File: src/rtl/glyph_seq_pkg.sv
package glyph_seq_pkg;
   localparam int ADDR_W   = 16;
   localparam int DATA_W   = 8;
   localparam int WIN_W    = 12;
   localparam int CNT_W    = 5;
   localparam int TAG_W    = ADDR_W - WIN_W;
   localparam int ROM_AW   = CNT_W + WIN_W + 1;

   typedef enum logic [1:0] {
      OP_IDLE    = 2'd0,
      OP_WINDOW  = 2'd1,
      OP_CTRL_RD = 2'd2,
      OP_CTRL_WR = 2'd3
   } glyph_op_e;
endpackage

File: src/rtl/glyph_bus_decode.sv
module glyph_bus_decode
   import glyph_seq_pkg::*;
#(
   parameter int              P_ADDR_W    = ADDR_W,
   parameter int              P_WIN_W     = WIN_W,
   parameter logic [3:0]      P_WIN_TAG   = 4'h5,
   parameter logic [15:0]     P_CTRL_ADDR = 16'h40B0,
   parameter bit              P_MIRROR_EN = 1'b1,
   parameter int              P_MIRROR_BIT = 8
) (
   input  logic [P_ADDR_W-1:0] cpu_addr,
   input  logic                cpu_rw,
   input  logic                romsel_n,
   output glyph_op_e           op
);
   localparam int L_TAG_W = P_ADDR_W - P_WIN_W;

   logic [P_ADDR_W-1:0] ctrl_mask;
   logic                win_hit;
   logic                ctrl_hit;

   generate
      if (P_MIRROR_EN) begin : g_mirror
         always_comb begin
            ctrl_mask = '1;
            ctrl_mask[P_MIRROR_BIT] = 1'b0;
         end
      end else begin : g_exact
         assign ctrl_mask = '1;
      end
   endgenerate

   assign win_hit  = romsel_n &&
                     (cpu_addr[P_ADDR_W-1 -: L_TAG_W] == L_TAG_W'(P_WIN_TAG));
   assign ctrl_hit = romsel_n &&
                     ((cpu_addr & ctrl_mask) == (P_ADDR_W'(P_CTRL_ADDR) & ctrl_mask));

   always_comb begin
      op = OP_IDLE;
      if (win_hit)
         op = OP_WINDOW;
      else if (ctrl_hit)
         op = cpu_rw ? OP_CTRL_RD : OP_CTRL_WR;
   end
endmodule

File: src/rtl/glyph_byte_counter.sv
module glyph_byte_counter #(
   parameter int P_CNT_W = 5
) (
   input  logic               m2,
   input  logic               rst_n,
   input  logic               step,
   input  logic               clear,
   output logic [P_CNT_W-1:0] cnt
);
   always_ff @(negedge m2 or negedge rst_n) begin
      if (!rst_n)
         cnt <= '0;
      else if (clear)
         cnt <= '0;
      else if (step)
         cnt <= cnt + 1'b1;
   end

   // one step per window access
   p_step_r3: assert property (@(negedge m2) disable iff (!rst_n)
      (step && !clear) |=> cnt == P_CNT_W'($past(cnt) + 1'b1));
   // no access, no movement
   p_hold_r4: assert property (@(negedge m2) disable iff (!rst_n)
      (!step && !clear) |=> $stable(cnt));
   // register read rewinds
   p_clear_r5: assert property (@(negedge m2) disable iff (!rst_n)
      clear |=> cnt == '0);
   // top value rolls to zero
   p_wrap_r8: assert property (@(negedge m2) disable iff (!rst_n)
      (step && !clear && cnt == '1) |=> cnt == '0);
endmodule

File: src/rtl/glyph_bank_reg.sv
module glyph_bank_reg #(
   parameter int P_DATA_W   = 8,
   parameter int P_BANK_BIT = 0
) (
   input  logic                m2,
   input  logic                rst_n,
   input  logic                load,
   input  logic [P_DATA_W-1:0] wdata,
   output logic                bank
);
   always_ff @(negedge m2 or negedge rst_n) begin
      if (!rst_n)
         bank <= 1'b0;
      else if (load)
         bank <= wdata[P_BANK_BIT];
   end

   // write loads the selected data bit
   p_load_r6: assert property (@(negedge m2) disable iff (!rst_n)
      load |=> bank == $past(wdata[P_BANK_BIT]));
   // anything but a register write leaves the bank alone
   p_keep_r9: assert property (@(negedge m2) disable iff (!rst_n)
      !load |=> $stable(bank));
endmodule

File: src/rtl/glyph_rom_seq.sv
module glyph_rom_seq
   import glyph_seq_pkg::*;
#(
   parameter int          P_ADDR_W     = ADDR_W,
   parameter int          P_DATA_W     = DATA_W,
   parameter int          P_WIN_W      = WIN_W,
   parameter int          P_CNT_W      = CNT_W,
   parameter logic [3:0]  P_WIN_TAG    = 4'h5,
   parameter logic [15:0] P_CTRL_ADDR  = 16'h40B0,
   parameter bit          P_MIRROR_EN  = 1'b1,
   parameter int          P_MIRROR_BIT = 8,
   parameter int          P_BANK_BIT   = 0
) (
   input  logic                                m2,
   input  logic                                rst_n,
   input  logic [P_ADDR_W-1:0]                 cpu_addr,
   input  logic                                cpu_rw,
   input  logic                                romsel_n,
   input  logic [P_DATA_W-1:0]                 cpu_wdata,
   output logic [P_CNT_W+P_WIN_W:0]            rom_addr,
   output logic                                rom_ce_n
);
   localparam int L_TAG_W = P_ADDR_W - P_WIN_W;

   generate
      if (P_WIN_W >= P_ADDR_W) begin : g_bad_win
         $error("window width must be below the address width");
      end
      if (L_TAG_W > 4) begin : g_bad_tag
         $error("window tag wider than its parameter");
      end
      if (P_BANK_BIT >= P_DATA_W) begin : g_bad_bank
         $error("bank bit outside the data bus");
      end
      if (P_MIRROR_EN && (P_MIRROR_BIT >= P_ADDR_W)) begin : g_bad_mirror
         $error("mirror bit outside the address bus");
      end
      if (P_CNT_W < 1) begin : g_bad_cnt
         $error("byte counter needs at least one bit");
      end
   endgenerate

   glyph_op_e            op;
   logic [P_CNT_W-1:0]   byte_cnt;
   logic                 bank;

   glyph_bus_decode #(
      .P_ADDR_W     (P_ADDR_W),
      .P_WIN_W      (P_WIN_W),
      .P_WIN_TAG    (P_WIN_TAG),
      .P_CTRL_ADDR  (P_CTRL_ADDR),
      .P_MIRROR_EN  (P_MIRROR_EN),
      .P_MIRROR_BIT (P_MIRROR_BIT)
   ) u_decode (
      .cpu_addr (cpu_addr),
      .cpu_rw   (cpu_rw),
      .romsel_n (romsel_n),
      .op       (op)
   );

   glyph_byte_counter #(
      .P_CNT_W (P_CNT_W)
   ) u_counter (
      .m2    (m2),
      .rst_n (rst_n),
      .step  (op == OP_WINDOW),
      .clear (op == OP_CTRL_RD),
      .cnt   (byte_cnt)
   );

   glyph_bank_reg #(
      .P_DATA_W   (P_DATA_W),
      .P_BANK_BIT (P_BANK_BIT)
   ) u_bank (
      .m2    (m2),
      .rst_n (rst_n),
      .load  (op == OP_CTRL_WR),
      .wdata (cpu_wdata),
      .bank  (bank)
   );

   assign rom_ce_n = (op != OP_WINDOW);
   assign rom_addr = {bank, cpu_addr[P_WIN_W-1:0], byte_cnt};

   // enable only inside the window and only with the cartridge select idle
   p_ce_window_r1: assert property (@(negedge m2) disable iff (!rst_n)
      !rom_ce_n |-> (romsel_n && cpu_addr[P_ADDR_W-1 -: L_TAG_W] == L_TAG_W'(P_WIN_TAG)));
   // register traffic never enables the ROM
   p_ctrl_no_ce_r9: assert property (@(negedge m2) disable iff (!rst_n)
      (op == OP_CTRL_RD || op == OP_CTRL_WR) |-> rom_ce_n);
endmodule

File: config.mk
export PLATFORM = sky130hd
export DESIGN_NAME = glyph_rom_seq
export DESIGN_NICKNAME = d
export VERILOG_FILES = /design/src/rtl/glyph_seq_pkg.sv /design/src/rtl/glyph_bus_decode.sv /design/src/rtl/glyph_byte_counter.sv /design/src/rtl/glyph_bank_reg.sv /design/src/rtl/glyph_rom_seq.sv
export SDC_FILE = /design/constraint.sdc
export NUM_CORES = 1
export LEC_CHECK = 0
export BUFFER_PORTS_ARGS = -buffer_cell sky130_fd_sc_hd__buf_2
export CORE_MARGIN = 1.5
export CORE_UTILIZATION = 28
export CTS_BUF_LIST = sky130_fd_sc_hd__clkbuf_2 sky130_fd_sc_hd__clkbuf_4 sky130_fd_sc_hd__clkbuf_8
export DETAILED_ROUTE_END_ITERATION = 10
export GPL_ROUTABILITY_DRIVEN = 0
export PLACE_DENSITY_LB_ADDON = 0.3
export RECOVER_POWER = 50
export SLEW_MARGIN = 30
export SYNTH_ARGS = -nofsm -noshare
export SYNTH_HDL_FRONTEND = slang
export SYNTH_SLANG_ARGS = --single-unit
File: constraint.sdc
create_clock -name m2 -period 1.1 [get_ports m2]
set_input_delay 0 -clock m2 [delete_from_list [all_inputs] [get_ports m2]]
set_output_delay 0 -clock m2 [all_outputs]
set_load 0.02 [all_outputs]
Word level (Yosys, flattened, before mapping)

Cells that the tools add are included.

Register bits: 6
Input bits: 28
Output and inout bits: 19
Word-level logic and storage cells: 17

$add $sub $neg: 1
Equal/unequal tests: 6
Muxes and demuxes: 5
Reduce and logical (&&, ||, !) cells: 3

Operators with widths:

| kind                                             | number |
|---|---|
| == test 15 x 14 -> 1 bit (second input constant) | 1 |
| 2-to-1 mux 5 bit                                 | 2 |
| adder 5 x 1 -> 5 bit (second input constant)     | 1 |
| == test 2 bit (second input constant)            | 2 |
| == test 4 x 3 -> 1 bit (second input constant)   | 1 |
| 2-to-1 mux 2 bit                                 | 2 |
| == test 2 x 1 -> 1 bit (second input constant)   | 1 |
| logical AND 1 bit                                | 2 |
| != test 2 x 1 -> 1 bit (second input constant)   | 1 |
| nonzero test 2 bit                               | 1 |
| 2-to-1 mux 1 bit                                 | 1 |

Longest topological paths before layout

Gate-level depths: netlist (run 1).

Depth after elaboration: 7
Depth in mapped cells: 7

Hierarchy

A second synthesis (run 1) with hierarchy kept.

Cell total of the unflattened synthesis: 49
Area, all modules: 506.7 um^2

By module, submodules not included:

| module             | instances | cells an instance | area each (um^2) | seq. area each (um^2) |
|---|---|---|---|---|
| glyph_byte_counter | 1         | 22                | 252.7            | 125.1 |
| glyph_rom_seq      | 1         | 17                | 126.4            | 0.0 |
| glyph_bus_decode   | 1         | 8                 | 87.6             | 0.0 |
| glyph_bank_reg     | 1         | 2                 | 40.0             | 25.0 |

==> results.py, run 1 <==
metrics = {
    "clocking": {
        "cts_tree": "built",
        "numCtsBuffers": 3,
        "path_clk_slew_ns": 0.04,
        "clock_path_buffers": 2,
        "clkLatencyLatePin_ns": 0.26,
        "h-tree-depth": 1,
        "cts_root_buf": "clkbuf_4",
        "clock_sink_count": 6,
    },
    "detailed_routing": {
        "wire_per_inst_um": 11.4,
        "route.detailed.drc": 0,
        "vias": 556,
        "drtIter0Drc": 20,
        "viasPerCell": 4.67,
        "drt.antenna.violating_nets": 0,
        "wirelength_um": 1350,
        "drt-pass1-iter-count": 4,
    },
    "flow_run": {
        "maxCapViolCount": 0,
    },
    "floorplanning": {
        "rows": 15,
        "core_sq_um": 1750,
        "io_pins": 47,
        "dieArea_sq_um": 2160,
        "start_util_pct": 30.3,
        "die_h_um": 46.4,
        "die_w_um": 46.4,
    },
    "min_path": {
        "worstHoldStart": "cpu_addr[8]",
        "hp-class": "input pin to output pin",
    },
    "logic_synthesis": {
        "syn_nets": 86,
        "synth-seq-cells": 6,
        "synth_compound_area_share_pct": 9.72,
        "yosys.area_share.simple_pct": 25.1,
        "netlist_instances": 54,
        "avgSynthCellArea_sq_um": 9.78,
        "synth_seq_area_share_pct": 28.4,
        "yosysWarnings": 0,
        "synth.area.mux_share_pct": 5.92,
        "yosysUniqueCellTypes": 23,
        "yosys.area_share.xor_xnor_pct": 0,
        "synthesis.area_sq_um": 528,
        "synth_top_family_by_area": "simple AND/OR/NAND/NOR gates",
        "synth_fa_ha_area_share_pct": 9.48,
    },
    "finish": {
        "drive_gt1_share_pct": 63.8,
        "most-common-layout-cells": "buf_2 (19), buf_4 (12), buf_6 (11)",
        "nFillCells": 168,
        "diodes": 0,
        "utilization_pct": 52.2,
        "multi_input_area_sq_um": 347,
        "syn_to_final_growth_pct": 72.5,
        "fin_nets": 128,
        "area.sequential_sq_um": 150,
        "final_common_cell": "buf_2",
    },
    "placement": {
        "port_buffers": 37,
        "hpwl_um": 962,
    },
    "sta": {
        "postLayoutSetupSlackWorst_ns": -0.691,
        "setup_viol_count_final": 13,
        "worst_pin_slew_ns": 0.264,
        "final_hold_viol_count": 0,
        "finalClockSkew_ns": 0.000854,
        "grt_setup_unrepaired": "true",
        "slew_headroom_pct": 82.3,
        "slew_violations": 0,
    },
    "global_routing": {
        "grt_max_degree": 7,
        "use_met3_pct": 4.71,
        "antenna_found_initial": 0,
        "use_met1_pct": 16.8,
        "grt_pass1_wl_um": 1990,
        "gr-max-usage-layer": "met2",
        "grt_use_met2_pct": 20.0,
        "grt_use_total_pct": 13.2,
        "grt-ovfl-total": 0,
        "grt_pass1_vias": 476,
    },
    "power": {
        "power.total_uw": 975,
        "power_density_nw_per_um2": 1070,
        "p_leak_nw": 0.418,
        "peakVddDrop_mv": 0.693,
    },
    "setup_path": {
        "r2r-start": "u_counter.cnt[0]",
        "slowest_delay_ns": 0.32,
        "end_kind": "register",
        "path_buf_inv": 1,
        "startpoint_type": "input pin",
        "cp_cell_sequence": "buf_6, nor4b_4, nand3_2, nor3_4, ha_4, nor2b_4, mux2i_1, o2bb2ai_1",
        "crit_family": "simple AND/OR/NAND/NOR gates",
        "critical_path_class": "input pin to register",
        "crit_required_ns": 0.66,
        "critical-path-slowest-cell": "nor4b_4",
        "crit_arrival_ns": 1.35,
        "critPathMaxFanout": 5,
        "crit_start": "cpu_addr[2]",
    },
    "outcome": {
        "run_status": "finished with violations",
        "failed_checks": "negative setup slack",
    },
}
worst paths after layout:
path / cells past startpoint / slack, ns / to
worst max-delay path: 8 / -0.69 / u_counter.cnt[3]
worst min-delay path: 0 / 0.000009 / rom_addr[13]
worst max register to register: 5 / -0.17 / u_counter.cnt[4]
worst min register to register: 1 / 0.48 / u_bank.bank
max in group asynchronous: 2 / 0.36 / u_bank.bank
min in group asynchronous: 2 / 0.56 / u_counter.cnt[3]
logic make-up after synthesis:
| kind of cell | Yosys count |
|---|---|
| multiplexers | 3 |
| AO/OA/AOI/OAI | 8 |
| AND/OR/NAND/NOR | 16 |
| flip-flops | 6 |
| adder cells (fa/ha/maj) | 4 |
| buffers and inverters | 17 |
metal layers:
metal / up-vias / share of wire [%] / routed length, um
li1: 256 / - / -
met1: 263 / 39 / 533
met3: 4 / 7.0 / 95
met4: 0 / 2.1 / 28
met5: - / 0 / 0
met2: 33 / 51 / 694
per-stage QoR:
step / setup WS (ns) / std cells / instance area (sq um) / hold slack [ns] / TNS (ns)
floorplan: -0.790 / 54 / 533 / 0.113 / -3.99
global placement: -0.959 / 111 / 712 / 0.000236 / -5.90
detailed placement: -1.07 / 111 / 712 / 0.000236 / -6.49
CTS: -0.707 / 118 / 901 / 0.000236 / -5.58
global route: -0.762 / 119 / 911 / 0.0000292 / -6.11
finish: -0.691 / 119 / 911 / 0.00000883 / -5.55
cell type report:
class	count	area share, %
multi-input combinational	31	38.0
timing repair buffer	50	37.9
sequential	6	16.5
tap	25	3.43
clock buffer	3	2.47
inverter	4	1.65
flip-flops by register name, summed over array words and instances (netlist names):
signal and count:
u_counter.cnt 5, u_bank.bank 1
cells in the mapped netlist:
cell type   n  area share [%]
nor4b_4     2             9.0
inv_1       4             2.8
o2bb2ai_1   1             1.7
o31ai_1     1             1.4
nor2_1      1            0.71
or2_1       1             1.2
nand2_1     1            0.71
nand4bb_1   1             2.1
buf_4      13              18
mux2_2      1             2.1
nand2b_1    2             2.4
mux2i_1     2             3.8
or3_1       1             1.2
ha_1        4             9.5
nand3b_1    1             1.4
nor3b_1     1             1.4
a31oi_1     1             1.2
nand3_1     3             2.8
dfrtn_1     6              28
nor3_1      1            0.95
o21ai_0     4             3.8
a41oi_1     1             1.7
nor2b_1     1             1.2
power breakdown:
part / internal (mW) / switching, mW
Combinational: 0.242 / 0.225
Sequential: 0.261 / 0.0289
Clock: 0.124 / 0.0927
repair_timing:
action | CTS | global route
hold endpoints to repair | 3 | 0
gates resized for setup | 33 | 2
pin swaps | 2 | 1
endpoints found under the setup margin | 13 | 13
hold buffers | 1 | 0
setup buffers | 3 | 1
Note: power is estimated with default switching activity, not from simulation.
==> inputs of run 2 (changes only) <==
--- a/config.mk
+++ b/config.mk
@@ -17,3 +17,4 @@
 export SYNTH_ARGS = -nofsm -noshare
 export SYNTH_HDL_FRONTEND = slang
+export SYNTH_HIERARCHICAL = 1
 export SYNTH_SLANG_ARGS = --single-unit
==> constraint.sdc (replaced) <==
create_clock -name m2 -period 1.1 [get_ports m2]
set_input_delay 0 -clock m2 [delete_from_list [all_inputs] [get_ports m2]]
set_output_delay 0 -clock m2 [all_outputs]
set_load 0.05 [all_outputs]
==> run 2 against run 1 <==
  * The flow still finishes with violations (negative setup slack)
  * Synthesized cell count is 9.3% lower
  * Power increased by 36%
  * Core utilization grew 3.0 points
  * Largest cell class is now non-clock buffers
  * Combinational power is 75% higher
  * Sequential share of layout area is 0.55 points lower
  * Clock skew is essentially flat
  * Count of clock-buffer cells in the layout is the same
  * Die area shrank 3.8%
  * Final cell count is 4.2% higher
==> results.py, run 2 <==
metrics = {
    "logic_synthesis": {
        "synthesis.area_sq_um": 507,
        "synth_ff_type": "dfrtn_1",
        "yosys.area_share.simple_pct": 29.9,
        "yosys.area_share.xor_xnor_pct": 1.73,
        "synth_fa_ha_area_share_pct": 2.47,
        "synth_compound_area_share_pct": 4.69,
        "synth_edf_count": 0,
        "yosysTopAreaCell": "dfrtn_1",
        "ys_top_cells_by_count": "buf_4 (14), dfrtn_1 (6), nor2_1 (5)",
        "yosysUniqueCellTypes": 23,
        "synth_seq_area_share_pct": 29.6,
        "synth-seq-cells": 6,
        "synth_top_family_by_area": "simple AND/OR/NAND/NOR gates",
        "syn_nets": 78,
        "async_reset_ff_share_pct": 100,
        "synth_most_common_cell": "buf_4",
        "yosysWarnings": 6,
        "avgSynthCellArea_sq_um": 10.3,
        "synth.area.mux_share_pct": 10.1,
        "synth_top_area_share_pct": 29.6,
        "netlist_instances": 49,
        "synthTopCellsByArea": "dfrtn_1 (30%), buf_4 (21%), mux2_4 (5.9%)",
    },
    "finish": {
        "utilization_pct": 55.2,
        "top_register": "u_counter/cnt",
        "most-common-layout-cells": "buf_2 (26), buf_4 (22), buf_6 (10)",
        "drive_gt1_share_pct": 76.8,
        "diodes": 0,
        "top_regs": "u_counter/cnt (5), u_bank/bank (1)",
        "largest_reg_flops": 5,
        "fin_nets": 130,
        "syn_to_final_growth_pct": 85.9,
        "final_common_cell": "buf_2",
    },
    "floorplanning": {
        "io_pins": 47,
        "start_util_pct": 29.7,
        "rows": 15,
        "dieArea_sq_um": 2070,
        "die_h_um": 45.5,
        "die_w_um": 45.5,
        "core_sq_um": 1710,
    },
    "detailed_routing": {
        "drt.antenna.violating_nets": 0,
        "drtIter0Drc": 1,
        "wire_per_inst_um": 9.77,
        "wirelength_um": 1210,
        "drt-pass1-iter-count": 2,
        "vias": 524,
        "route.detailed.drc": 0,
        "viasPerCell": 4.23,
    },
    "sta": {
        "slew_violations": 0,
        "grt_setup_unrepaired": "true",
        "fin_setup_tns_ns": -5.37,
        "worst_pin_slew_ns": 0.253,
        "final_hold_viol_count": 0,
        "finalClockSkew_ns": 0.000989,
        "setup_viol_count_final": 13,
        "hold_slack_ns": 0.000109,
        "slew_headroom_pct": 83.2,
        "postLayoutSetupSlackWorst_ns": -0.660,
    },
    "setup_path": {
        "cp_cell_sequence": "buf_8, nor4b_4, and4b_2, and2b_2, nand4_1, mux2_4",
        "critical_path_class": "input pin to register",
        "critPathMaxFanout": 3,
        "end_kind": "register",
        "path_buf_inv": 1,
        "startpoint_type": "input pin",
        "crit_family": "simple AND/OR/NAND/NOR gates",
        "slowest_delay_ns": 0.30,
        "critical-path-slowest-cell": "mux2_4",
        "crit_required_ns": 0.64,
        "crit_arrival_ns": 1.30,
    },
    "outcome": {
        "failed_checks": "negative setup slack",
        "run_status": "finished with violations",
    },
    "global_routing": {
        "antenna_found_initial": 0,
        "grt-ovfl-total": 0,
        "grt_max_degree": 7,
        "grt_pass1_wl_um": 1930,
        "grt_pass1_vias": 510,
        "grt_use_total_pct": 13.1,
    },
    "power": {
        "peakVddDrop_mv": 0.981,
        "p_leak_nw": 0.501,
        "power_density_nw_per_um2": 1410,
    },
    "clocking": {
        "numCtsBuffers": 3,
        "clock_path_buffers": 2,
        "path_clk_slew_ns": 0.03,
        "clock_sink_count": 6,
        "cts_root_buf": "clkbuf_4",
        "cts_tree": "built",
        "clkLatencyLatePin_ns": 0.25,
        "h-tree-depth": 1,
    },
    "placement": {
        "hpwl_um": 921,
        "port_buffers": 37,
    },
    "min_path": {
        "hp-class": "input pin to output pin",
    },
    "flow_run": {
        "maxCapViolCount": 0,
    },
}
==> run 2: what timing repair did <==
| action | in CTS | in global routing |
|---|---|---|
| resized for setup | 21 | 7 |
| setup endpoints to repair | 12 | 13 |
| setup buffers | 6 | 6 |
| hold endpoints to repair | 6 | 0 |
| pin swaps | 7 | 5 |
| hold buffers | 1 | 0 |
==> run 2: cell type report <==
| type | instances | area (sq um) |
|---|---|---|
| inverters | 1 | 3.75 |
| multi-input cells | 28 | 287 |
| clock buffers | 3 | 22.5 |
| repair buffers | 61 | 448 |
| well taps | 25 | 31.3 |
| flip-flops and latches | 6 | 150 |
| fillers | 156 | 766 |
==> run 2: worst paths after layout <==
path | slack (ns) | endpoint | start | depth (start not counted)
min | 0.0001 | rom_addr[13] | cpu_addr[8] | 0
min in group asynchronous | 0.54 | u_counter/cnt[2] | rst_n | 2
max reg2reg | -0.20 | u_counter/cnt[3] | u_counter/cnt[2] | 5
max | -0.66 | u_counter/cnt[3] | cpu_addr[0] | 6
max in group asynchronous | 0.39 | u_counter/cnt[0] | rst_n | 2
min reg2reg | 0.57 | u_bank/bank | u_bank/bank | 2
==> run 2: layer usage <==
| layer | vias up | global-route usage (%) | share of wire (%) | routed length, um |
|---|---|---|---|---|
| li1 | 260 | - | - | - |
| met1 | 233 | 13.3 | 38 | 460 |
| met2 | 31 | 23.7 | 54 | 649 |
| met3 | 0 | 1.19 | 8.4 | 102 |
| met4 | 0 | 10.6 | 0 | 0 |
| met5 | - | 0 | 0 | 0 |
==> run 2: cells by family (layout without fill, tap and decap cells) <==
logic type      after synthesis  after routing
simple gates                 19             19
buf+inv                      15             65
flops                         6              6
mux                           4              4
compound gates                3              3
fa+ha+maj                     1              1
xor+xnor                      1              1
==> run 2: metrics by stage <==
step / cell area (sq um) / setup WS [ns] / instances / total power [mW]
3_3_place_gp: 709 / -0.968 / 108 / 0.922
2_1_floorplan: 523 / -0.868 / 49 / 0.728
5_1_grt: 942 / -0.707 / 124 / 1.42
3_5_place_dp: 709 / -0.985 / 108 / 0.931
4_1_cts: 868 / -0.656 / 118 / 1.31
6_report: 942 / -0.660 / 124 / 1.33
==> run 2: power breakdown <==
group	internal (mW)	switching, mW	total (mW)
Clock	0.123	0.0755	0.199
Sequential	0.276	0.0344	0.310
Combinational	0.380	0.437	0.817
Total	0.779	0.547	1.33
==> inputs of run 3 (changes only) <==
Settings changed: CORE_UTILIZATION 28 to 33, CTS_CLUSTER_SIZE from default to 10.
==> run 3 against run 2 <==
  * The run still ends with negative setup slack left
  * Global-route usage increased by 0.38 points
  * Routed wire length increased by 6.9%
  * Register-to-register slack about the same
  * Critical path depth unchanged
  * Die area decreased by 14%
  * Final cell count decreased by 9.7%
  * Count of clock-buffer cells in the layout unchanged
  * Combinational power decreased by 0.6%
  * Clock skew about the same
  * Core utilization increased by 12 points
  * Flip-flop and latch count unchanged
  * Largest cell class unchanged
  * Largest power group unchanged
==> results.py, run 3 (same netlist as run 2, synthesis figures left out) <==
metrics = {
    "outcome": {
        "run_status": "finished with violations",
        "failed_checks": "negative setup slack",
    },
    "finish": {
        "most-common-layout-cells": "buf_4 (18), buf_2 (17), buf_6 (15)",
        "syn_to_final_growth_pct": 81.2,
        "diodes": 0,
        "multi_input_area_sq_um": 283,
        "top_register": "u_counter/cnt",
        "drive_gt1_share_pct": 69.1,
        "nFillCells": 117,
        "fin_nets": 128,
        "area.sequential_sq_um": 150,
        "largest_reg_flops": 5,
        "final_cell_count_no_fill": 112,
        "final_common_cell": "buf_4",
        "top_regs": "u_counter/cnt (5), u_bank/bank (1)",
    },
    "min_path": {
        "hp-class": "input pin to output pin",
        "hold_depth": 0,
    },
    "detailed_routing": {
        "met3_length_um": 46,
        "wire_per_inst_um": 11.6,
        "dr.max_layer_used": "met4",
        "drtIter0Drc": 9,
        "drt.antenna.violating_nets": 0,
        "wirelength_um": 1300,
        "wl_met2_um": 753,
        "viasPerCell": 4.71,
        "route.detailed.drc": 0,
        "vias": 527,
        "drt-pass1-iter-count": 4,
        "wl_met1_um": 481,
    },
    "power": {
        "p_leak_nw": 0.471,
        "peakVddDrop_mv": 0.556,
        "power_density_nw_per_um2": 1450,
    },
    "sta": {
        "worst_pin_slew_ns": 0.604,
        "slew_violations": 0,
        "finalClockSkew_ns": 0.000569,
        "slew_headroom_pct": 59.9,
        "postLayoutSetupSlackWorst_ns": -0.679,
        "grt_setup_unrepaired": "true",
        "final_hold_viol_count": 0,
        "setup_viol_count_final": 13,
        "fin_setup_tns_ns": -5.59,
    },
    "floorplanning": {
        "rows": 13,
        "core_sq_um": 1370,
        "die_h_um": 42.2,
        "start_util_pct": 37.1,
        "io_pins": 47,
        "dieArea_sq_um": 1780,
        "die_w_um": 42.2,
    },
    "flow_run": {
        "maxCapViolCount": 0,
    },
    "global_routing": {
        "grt_max_degree": 7,
        "grt_pass1_wl_um": 1780,
        "antenna_found_initial": 0,
        "grt-ovfl-total": 0,
        "grt_use_total_pct": 13.5,
        "grt_pass1_vias": 453,
    },
    "clocking": {
        "clock_path_buffers": 2,
        "numCtsBuffers": 3,
        "cts_tree": "built",
        "clkLatencyLatePin_ns": 0.26,
        "clock_sink_count": 6,
        "cts_root_buf": "clkbuf_4",
        "h-tree-depth": 1,
        "path_clk_slew_ns": 0.04,
    },
    "setup_path": {
        "crit_required_ns": 0.65,
        "path_buf_inv": 1,
        "crit_family": "simple AND/OR/NAND/NOR gates",
        "slowest_delay_ns": 0.30,
        "critPathMaxFanout": 3,
        "critical-path-slowest-cell": "mux2_4",
        "critical_path_class": "input pin to register",
        "startpoint_type": "input pin",
        "path_depth": 6,
        "end_kind": "register",
        "cp_cell_sequence": "buf_6, nor4b_4, and4b_2, and2b_2, nand4_1, mux2_4",
        "worstRegToRegCells": 5,
        "crit_arrival_ns": 1.33,
    },
    "placement": {
        "dpl.cell_count": 101,
        "port_buffers": 37,
        "hpwl_um": 914,
    },
}
[run 3: final timing paths]
kind	startpoint	slack (ns)	to
worst max-delay path	cpu_addr[0]	-0.68	u_counter/cnt[4]
worst min-delay path	cpu_addr[8]	0.0001	rom_addr[13]
worst max register to register	u_counter/cnt[2]	-0.20	u_counter/cnt[3]
worst min register to register	u_bank/bank	0.56	u_bank/bank
max in group asynchronous	rst_n	0.38	u_counter/cnt[3]
min in group asynchronous	rst_n	0.55	u_counter/cnt[4]
[run 3: area by class of cell]
class | instances | area share (%)
clock buffer | 3 | 2.45
inverter | 1 | 0.409
multi-input combinational | 28 | 30.8
sequential | 6 | 16.3
tap | 15 | 2.04
timing repair buffer | 59 | 48.0
[run 3: stage by stage]
step	area, sq um	power, mW	util [%]	setup WS [ns]	hold WS, ns
final	918	1.33	67.2	-0.679	0.000109
after global routing	918	1.40	67.2	-0.738	0.000306
after CTS	878	1.31	64.3	-0.654	0.000341
after detailed placement	719	0.936	52.7	-0.969	0.000341
after global placement	719	0.920	52.7	-0.951	0.000341
after floorplan	523	0.728	-	-0.868	0.146
[run 3: power by group]
group / internal, mW / switching, mW / leakage (nW) / total, mW
Sequential: 0.276 / 0.0391 / 0.0800 / 0.315
Combinational: 0.371 / 0.441 / 0.378 / 0.812
Clock: 0.124 / 0.0830 / 0.0138 / 0.207
[run 3: routing by layer]
layer	GRT usage [%]	up-vias
met3	2.59	2
met1	13.1	245
met2	25.8	21
met5	0	-
li1	-	259
met4	7.50	0
[run 3: repair_timing]
| item | 4_1_cts | 5_1_grt |
|---|---|---|
| hold endpoints to repair | 6 | 0 |
| pin swaps | 6 | 7 |
| setup buffers | 5 | 3 |
| endpoints found under the setup margin | 13 | 13 |
| hold buffers | 1 | 0 |
| gates resized for setup | 23 | 7 |
